$ cat config.mk
export PLATFORM = sky130hd
export DESIGN_NAME = conv_mode_seq
export DESIGN_NICKNAME = d
export VERILOG_FILES = /design/src/rtl/conv_mode_pkg.sv /design/src/rtl/cms_cmd_decode.sv /design/src/rtl/cms_settle_timer.sv /design/src/rtl/cms_fault_latch.sv /design/src/rtl/cms_mode_fsm.sv /design/src/rtl/conv_mode_seq.sv
export SDC_FILE = /design/constraint.sdc
export NUM_CORES = 1
export LEC_CHECK = 0
export BUFFER_PORTS_ARGS = -buffer_cell sky130_fd_sc_hd__clkbuf_2
export CORE_UTILIZATION = 52
export DETAILED_ROUTE_END_ITERATION = 10
export GPL_TIMING_DRIVEN = 0
export PLACE_DENSITY = 0.83
export SYNTH_ARGS = -nofsm -noshare
export SYNTH_HDL_FRONTEND = slang
export SYNTH_SLANG_ARGS = --single-unit
$ cat constraint.sdc
create_clock -name clk -period 2.3 [get_ports clk]
set_input_delay 0.345 -clock clk [delete_from_list [all_inputs] [get_ports clk]]
set_output_delay 0.345 -clock clk [all_outputs]
set_load 0.01 [all_outputs]
$ cat src/rtl/conv_mode_pkg.sv
package conv_mode_pkg;

  localparam int CODE_W = 3;

  typedef enum logic [2:0] {
    MODE_OFF       = 3'd0,
    MODE_STANDBY   = 3'd1,
    MODE_ENERGIZED = 3'd2,
    MODE_RUN       = 3'd3,
    MODE_FAULT     = 3'd4
  } mode_e;

  localparam logic [CODE_W-1:0] CMD_START    = 3'd1;
  localparam logic [CODE_W-1:0] CMD_SHUTDOWN = 3'd2;
  localparam logic [CODE_W-1:0] CMD_RUN      = 3'd3;
  localparam logic [CODE_W-1:0] CMD_STOP     = 3'd4;
  localparam logic [CODE_W-1:0] CMD_RESET    = 3'd5;

  typedef struct packed {
    logic start;
    logic shutdown;
    logic run;
    logic stop;
    logic reset;
    logic undef;
  } cmd_s;

  typedef struct packed {
    logic main_close;
    logic prechg_close;
    logic pwm_en;
    logic aux_en;
    logic bypass_close;
  } drive_s;

  function automatic drive_s mode_drive(mode_e m);
    drive_s d;
    d = '0;
    unique case (m)
      MODE_OFF:       d = '0;
      MODE_STANDBY:   d.aux_en = 1'b1;
      MODE_ENERGIZED: begin
        d.main_close   = 1'b1;
        d.prechg_close = 1'b1;
        d.aux_en       = 1'b1;
      end
      MODE_RUN: begin
        d.main_close   = 1'b1;
        d.prechg_close = 1'b1;
        d.pwm_en       = 1'b1;
        d.aux_en       = 1'b1;
      end
      MODE_FAULT: begin
        d.aux_en       = 1'b1;
        d.bypass_close = 1'b1;
      end
      default: d = '0;
    endcase
    return d;
  endfunction

endpackage

$ cat src/rtl/cms_cmd_decode.sv
module cms_cmd_decode
  import conv_mode_pkg::*;
(
  input  logic              cmd_valid,
  input  logic [CODE_W-1:0] cmd_code,
  output cmd_s              cmd,
  output logic              cmd_any
);

  always_comb begin
    cmd = '0;
    if (cmd_valid) begin
      unique case (cmd_code)
        CMD_START:    cmd.start    = 1'b1;
        CMD_SHUTDOWN: cmd.shutdown = 1'b1;
        CMD_RUN:      cmd.run      = 1'b1;
        CMD_STOP:     cmd.stop     = 1'b1;
        CMD_RESET:    cmd.reset    = 1'b1;
        default:      cmd.undef    = 1'b1;
      endcase
    end
  end

  assign cmd_any = cmd_valid;

endmodule

$ cat src/rtl/cms_settle_timer.sv
module cms_settle_timer #(
  parameter int CNT_W = 16
) (
  input  logic             clk,
  input  logic             rst_n,
  input  logic             load,
  input  logic             hold,
  input  logic [CNT_W-1:0] settle_cycles,
  output logic             settled
);

  localparam logic [CNT_W-1:0] ONE = CNT_W'(1);

  logic [CNT_W-1:0] cnt_q, cnt_d;
  logic             armed_q, armed_d;

  always_comb begin
    cnt_d   = cnt_q;
    armed_d = armed_q;
    if (load) begin
      cnt_d   = settle_cycles;
      armed_d = 1'b1;
    end else if (!hold) begin
      armed_d = 1'b0;
    end else if (cnt_q != '0) begin
      cnt_d = cnt_q - ONE;
    end
  end

  always_ff @(posedge clk or negedge rst_n) begin
    if (!rst_n) begin
      cnt_q   <= '0;
      armed_q <= 1'b0;
    end else begin
      cnt_q   <= cnt_d;
      armed_q <= armed_d;
    end
  end

  assign settled = armed_q && (cnt_q == '0);

endmodule

$ cat src/rtl/cms_fault_latch.sv
module cms_fault_latch #(
  parameter int NFLT = 4
) (
  input  logic            clk,
  input  logic            rst_n,
  input  logic            capture,
  input  logic            clear,
  input  logic [NFLT-1:0] fault_in,
  output logic            any_fault,
  output logic [NFLT-1:0] cause
);

  logic [NFLT:0]   seen;
  logic [NFLT-1:0] pick;
  logic [NFLT-1:0] cause_q, cause_d;

  assign seen[0] = 1'b0;

  for (genvar i = 0; i < NFLT; i++) begin : g_pick
    assign pick[i]   = fault_in[i] & ~seen[i];
    assign seen[i+1] = seen[i] | fault_in[i];
  end

  assign any_fault = seen[NFLT];

  always_comb begin
    cause_d = cause_q;
    if (clear)        cause_d = '0;
    else if (capture) cause_d = pick;
  end

  always_ff @(posedge clk or negedge rst_n) begin
    if (!rst_n) cause_q <= '0;
    else        cause_q <= cause_d;
  end

  assign cause = cause_q;

endmodule

$ cat src/rtl/cms_mode_fsm.sv
module cms_mode_fsm
  import conv_mode_pkg::*;
(
  input  logic  clk,
  input  logic  rst_n,
  input  logic  ctrl_pwr_ok,
  input  logic  cont_pwr_ok,
  input  logic  selftest_done,
  input  logic  any_fault,
  input  cmd_s  cmd,
  input  logic  cmd_any,
  input  logic  settled,
  output mode_e mode,
  output logic  start_acc,
  output logic  reset_acc,
  output logic  fault_entry,
  output logic  contacts_held,
  output logic  illegal
);

  mode_e mode_q, mode_d;
  logic  ill_q, ill_d;

  always_comb begin
    mode_d      = mode_q;
    ill_d       = ill_q;
    start_acc   = 1'b0;
    reset_acc   = 1'b0;
    fault_entry = 1'b0;
    if (!ctrl_pwr_ok) begin
      mode_d = MODE_OFF;
      ill_d  = 1'b0;
    end else begin
      unique case (mode_q)
        MODE_OFF: begin
          ill_d = 1'b0;
          if (cont_pwr_ok && selftest_done) mode_d = MODE_STANDBY;
        end
        MODE_FAULT: begin
          if (cmd.reset) begin
            if (!any_fault) begin
              mode_d    = MODE_STANDBY;
              reset_acc = 1'b1;
              ill_d     = 1'b0;
            end
          end else if (cmd_any) begin
            ill_d = 1'b1;
          end
        end
        MODE_STANDBY, MODE_ENERGIZED, MODE_RUN: begin
          if (any_fault) begin
            mode_d      = MODE_FAULT;
            fault_entry = 1'b1;
          end else begin
            unique case (mode_q)
              MODE_STANDBY: begin
                if (cmd.start) begin
                  mode_d    = MODE_ENERGIZED;
                  start_acc = 1'b1;
                end else if (cmd_any) begin
                  ill_d = 1'b1;
                end
              end
              MODE_ENERGIZED: begin
                if (cmd.shutdown)            mode_d = MODE_STANDBY;
                else if (cmd.run && settled) mode_d = MODE_RUN;
                else if (cmd_any)            ill_d  = 1'b1;
              end
              MODE_RUN: begin
                if (cmd.stop)     mode_d = MODE_ENERGIZED;
                else if (cmd_any) ill_d  = 1'b1;
              end
              default: mode_d = mode_q;
            endcase
          end
        end
        default: mode_d = MODE_OFF;
      endcase
    end
  end

  always_ff @(posedge clk or negedge rst_n) begin
    if (!rst_n) begin
      mode_q <= MODE_OFF;
      ill_q  <= 1'b0;
    end else begin
      mode_q <= mode_d;
      ill_q  <= ill_d;
    end
  end

  assign mode          = mode_q;
  assign illegal       = ill_q;
  assign contacts_held = (mode_q == MODE_ENERGIZED) || (mode_q == MODE_RUN);

endmodule

$ cat src/rtl/conv_mode_seq.sv
module conv_mode_seq
  import conv_mode_pkg::*;
#(
  parameter int NFLT  = 4,
  parameter int CNT_W = 16
) (
  input  logic             clk,
  input  logic             rst_n,
  input  logic             ctrl_pwr_ok,
  input  logic             cont_pwr_ok,
  input  logic             selftest_done,
  input  logic             cmd_valid,
  input  logic [2:0]       cmd_code,
  input  logic [NFLT-1:0]  fault_in,
  input  logic [CNT_W-1:0] settle_cycles,
  output logic             main_close,
  output logic             prechg_close,
  output logic             pwm_en,
  output logic             aux_en,
  output logic             bypass_close,
  output logic [2:0]       mode_code,
  output logic [NFLT-1:0]  fault_cause,
  output logic             illegal_cmd
);

  cmd_s   cmd;
  logic   cmd_any;
  logic   settled;
  logic   any_fault;
  logic   start_acc, reset_acc, fault_entry, contacts_held;
  mode_e  mode;
  drive_s drv;

  cms_cmd_decode u_dec (
    .cmd_valid (cmd_valid),
    .cmd_code  (cmd_code),
    .cmd       (cmd),
    .cmd_any   (cmd_any)
  );

  cms_settle_timer #(.CNT_W(CNT_W)) u_settle (
    .clk           (clk),
    .rst_n         (rst_n),
    .load          (start_acc),
    .hold          (contacts_held),
    .settle_cycles (settle_cycles),
    .settled       (settled)
  );

  cms_fault_latch #(.NFLT(NFLT)) u_flt (
    .clk       (clk),
    .rst_n     (rst_n),
    .capture   (fault_entry),
    .clear     (reset_acc | ~ctrl_pwr_ok),
    .fault_in  (fault_in),
    .any_fault (any_fault),
    .cause     (fault_cause)
  );

  cms_mode_fsm u_fsm (
    .clk           (clk),
    .rst_n         (rst_n),
    .ctrl_pwr_ok   (ctrl_pwr_ok),
    .cont_pwr_ok   (cont_pwr_ok),
    .selftest_done (selftest_done),
    .any_fault     (any_fault),
    .cmd           (cmd),
    .cmd_any       (cmd_any),
    .settled       (settled),
    .mode          (mode),
    .start_acc     (start_acc),
    .reset_acc     (reset_acc),
    .fault_entry   (fault_entry),
    .contacts_held (contacts_held),
    .illegal       (illegal_cmd)
  );

  assign drv          = mode_drive(mode);
  assign main_close   = drv.main_close;
  assign prechg_close = drv.prechg_close;
  assign pwm_en       = drv.pwm_en;
  assign aux_en       = drv.aux_en;
  assign bypass_close = drv.bypass_close;
  assign mode_code    = mode;

endmodule

==> run summary <==
For this run, asynchronously set or reset flops after synthesis account for 1.000. The clock transition at the registers of the reported paths came out at about 0.13 ns. The number of antenna violations at the first check in global routing is 0. The ratio of cells with drive above 1 in the final layout came out at 0.2554.

The count of max-cap constraint violations came out at 0. Of the post-synthesis cell area, the dominant cell type holds 0.3918. The largest buffer count on any clock path came out at 2. The global-route met1 utilization is 0.3280. The critical path's slowest cell is sky130_fd_sc_hd__or4_1. The die outline height came out at 57.41 um. The run finished, with violations left. The net count of the finished layout is ~260. Timing analysis after detailed placement gives a worst setup slack of -0.2129 ns. After global routing the overflow that remains totals 0. The met2 layer usage reported by global route is 0.4236. After the first detailed-routing iteration, the DRC count stood at 44. The clock tree skew after final layout came out at roughly 0.0019 ns.

The signal on the critical path passes through inv_1 > ha_1 > nor3b_2 > nand4_1 > or4_1 > o211ai_1 > mux2i_1. The total number of yosys warnings came out at 0. The max-slew headroom at the worst pin came out at 0.5827.

The post-DP HPWL is roughly 2800 um. Setup total negative slack on the finished layout was measured at 0 ns. Setup repair after global routing left no endpoint under its margin. The via count of the first global-routing pass is 1470.

The number of inserted diodes is 0. The post-route minimum period is between 2 and 2.5 ns. The combined area of all synthesized cells came out at ~1600 um2. The count of final hold-check violations came out at 0. The first global-routing pass estimated approximately 6500 um of wire.

The area added between synthesis and finish is 18.97%. The detailed-route via count came out at about 1.6k. The final weighted congestion in routability-driven placement came out at roughly 0.84. For the pin with the worst max-slew slack, the measured transition is between 0.6 and 0.7 ns.

The number of fill cells in the layout came out at 246. The worst supply voltage drop on vdd is ~0.33 mV. Across all setup checks in the final design, the least slack found is 0.1036 ns.

The part of the cycle the worst path needs came out at 0.9550. The worst path required time is around 2.6 ns. The number of core rows is 19. The count of flip-flops with a built-in enable after synthesis is 0. For this design the ratio of total power to cell area is between 400 and 500 nW/um2. In this run the static leakage power is between 0.7 and 0.8 nW.

The number of optimization iterations in the first detailed-route pass came out at 7. The number of distinct library cells after synthesis is 47. The number of nets handed over by synthesis was 216.

For this run, global-route usage on met3 was measured as 0.04762. Wires add up to roughly 3800 um. The arrival time at the worst endpoint is 2.45 ns. In this design, the stage delay of the slowest critical-path cell is approximately 0.57 ns. The number of instances in the synthesized netlist came out at 185. The sequential element share of the synthesized area came out at 0.3918. Excluding fillers, the count of instances in the completed layout stands at 262. The final reports fail on DRC. The share of the core filled with cells is 0.6714.

The most common library cell in the layout ignoring fill and taps is sky130_fd_sc_hd__clkbuf_2. The worst setup path is of the reg2reg kind. Entering global routing, the biggest net connects 26 pins.

The CTS H-tree depth is 1. The number of sinks handled by clock tree synthesis is 25. The number of max-slew violations in the final report was 0. Grouping stages by cell kind, the critical path spends the most delay in simple AND/OR/NAND/NOR gates. The aggregate global-route resource usage came out at 0.2513.

By area the synthesized netlist is led by sky130_fd_sc_hd__dfrtp_1 39%, sky130_fd_sc_hd__nand2_1 7.1%, sky130_fd_sc_hd__o21ai_0 5.6%. STA classifies the critical path startpoint as a register. The number of synthesized register bits came out at 25.

The clock latency of the later-clocked register in the worst-skew pair came out at 0.32 ns. Dividing the detail-routed wire length by the instance count gives around 14 um. The most used flip-flop cell after synthesis is sky130_fd_sc_hd__dfrtp_1.

After global routing, the most crowded layer is met2. Counting both buffers and inverters, the worst setup path holds a total of 1. The full die area came out at about 3300 um2. A synthesized cell averages around 8.6 um2. In this run the clock root is driven by a sky130_fd_sc_hd__clkbuf_4.

STA classifies the critical path endpoint as a register. The final setup violation count came out at 0. The number of clock buffers inserted by TritonCTS is 3. The min-delay analysis places its worst path in the category in2async. The cell total after placement is about 260. The effective utilization at floorplan came out at 0.5644. The number of port buffers came out at 41. The chip width came out at about 57 um.

TritonCTS built the clock tree. Of all cell types, the one taking the most synthesized area is sky130_fd_sc_hd__dfrtp_1. The count of antenna-violating nets left after detailed routing came out at 0. The area inside the core boundary is 2829 um2. The largest fanout of any net on the critical path is 4.

The cts-stage hold buffer count is 0. The total DRC errors in the routed layout came out at 3. The timing-limited maximum frequency came out at 455.3 MHz. The top cell types in the final layout, fill and taps aside, are 41 x sky130_fd_sc_hd__clkbuf_2, 30 x sky130_fd_sc_hd__nand2_1, 25 x sky130_fd_sc_hd__dfrtp_1. The number of top-level design ports came out at 42.

The mean number of vias per cell is 5.935.
through the flow:
step | power, W | area (um2) | hold slack (ns)
floorplan | 0.0005280 | 1597 | 0.04941
global placement | 0.0005863 | 1841 | 0.3867
detailed placement | 0.0005892 | 1841 | 0.3923
CTS | 0.0007857 | 1874 | 0.02829
global route | 0.0008156 | 1899 | 0.04691
finish | 0.0007788 | 1899 | 0.01177
what timing repair did:
action                                  4_1_cts  5_1_grt
buffers inserted                              1        0
cloned                                        0        0
endpoints found under the setup margin        2        4
endpoints found under the hold margin         0        0
gates resized for setup                       0        4
pin swaps                                     1        0
flip-flops by register name, summed over array words and instances, names as in the netlist:
register,cells
u_settle.armed_q,1
u_settle.cnt_q,16
u_fsm.mode,3
u_fsm.illegal,1
u_flt.cause,4
area by class of cell:
type,instances,area [um2],share of cell area
Inverter,5,18.77,0.009881
Multi-Input combinational cell,148,943.4,0.4967
Sequential cell,25,625.6,0.3294
Timing Repair Buffer,42,212.7,0.1120
Tap cell,31,38.79,0.02042
Clock buffer,4,26.28,0.01383
Buffer,7,33.78,0.01779
synthesized netlist by cell type (3+ instances only):
cell type,instances
sky130_fd_sc_hd__nand2_1,30
sky130_fd_sc_hd__dfrtp_1,25
sky130_fd_sc_hd__o21ai_0,18
sky130_fd_sc_hd__nor2_1,12
sky130_fd_sc_hd__xnor2_1,10
sky130_fd_sc_hd__nor3_1,7
sky130_fd_sc_hd__a21oi_1,6
sky130_fd_sc_hd__nand3_1,5
sky130_fd_sc_hd__or4_1,5
sky130_fd_sc_hd__xor2_1,5
sky130_fd_sc_hd__inv_1,4
sky130_fd_sc_hd__nand4_1,4
sky130_fd_sc_hd__nor4_1,4
sky130_fd_sc_hd__nor4b_1,4
sky130_fd_sc_hd__buf_2,3
sky130_fd_sc_hd__clkbuf_1,3
sky130_fd_sc_hd__nand2b_1,3
final timing paths:
check	slack, ns	startpoint	cells after the start	to
max in group asynchronous	1.88	rst_n	1	u_settle.cnt_q[11]
max reg2reg	0.10	u_settle.cnt_q[1]	7	u_fsm.illegal
min in group clk	0.21	settle_cycles[0]	3	u_settle.cnt_q[0]
min	0.01	rst_n	1	u_settle.cnt_q[2]
min reg2reg	0.51	u_settle.armed_q	1	u_settle.armed_q
max	0.10	u_settle.cnt_q[1]	7	u_fsm.illegal
cell families after synthesis:
| family | share of synthesized area |
|---|---|
| mux | 0.02038 |
| buf+inv | 0.03291 |
| xor+xnor | 0.08228 |
| simple gates | 0.2931 |
| flops | 0.3918 |
| compound gates | 0.1638 |
| fa+ha+maj | 0.01567 |
routing by layer:
| layer | up-vias | wire, um |
|---|---|---|
| met5 | - | 0 |
| met4 | 0 | 33 |
| met3 | 6 | 229 |
| met2 | 59 | 1830 |
| met1 | 721 | 1668 |
| li1 | 769 | - |
power by group:
part / leakage (nW) / internal (W) / switching (W)
clock: 0.0150 / 0.0000679 / 0.000130
sequential: 0.274 / 0.000449 / 0.0000129
combinational: 0.468 / 0.0000536 / 0.0000655
total: 0.757 / 0.000571 / 0.000208
Power figures use the tool's default switching activity.
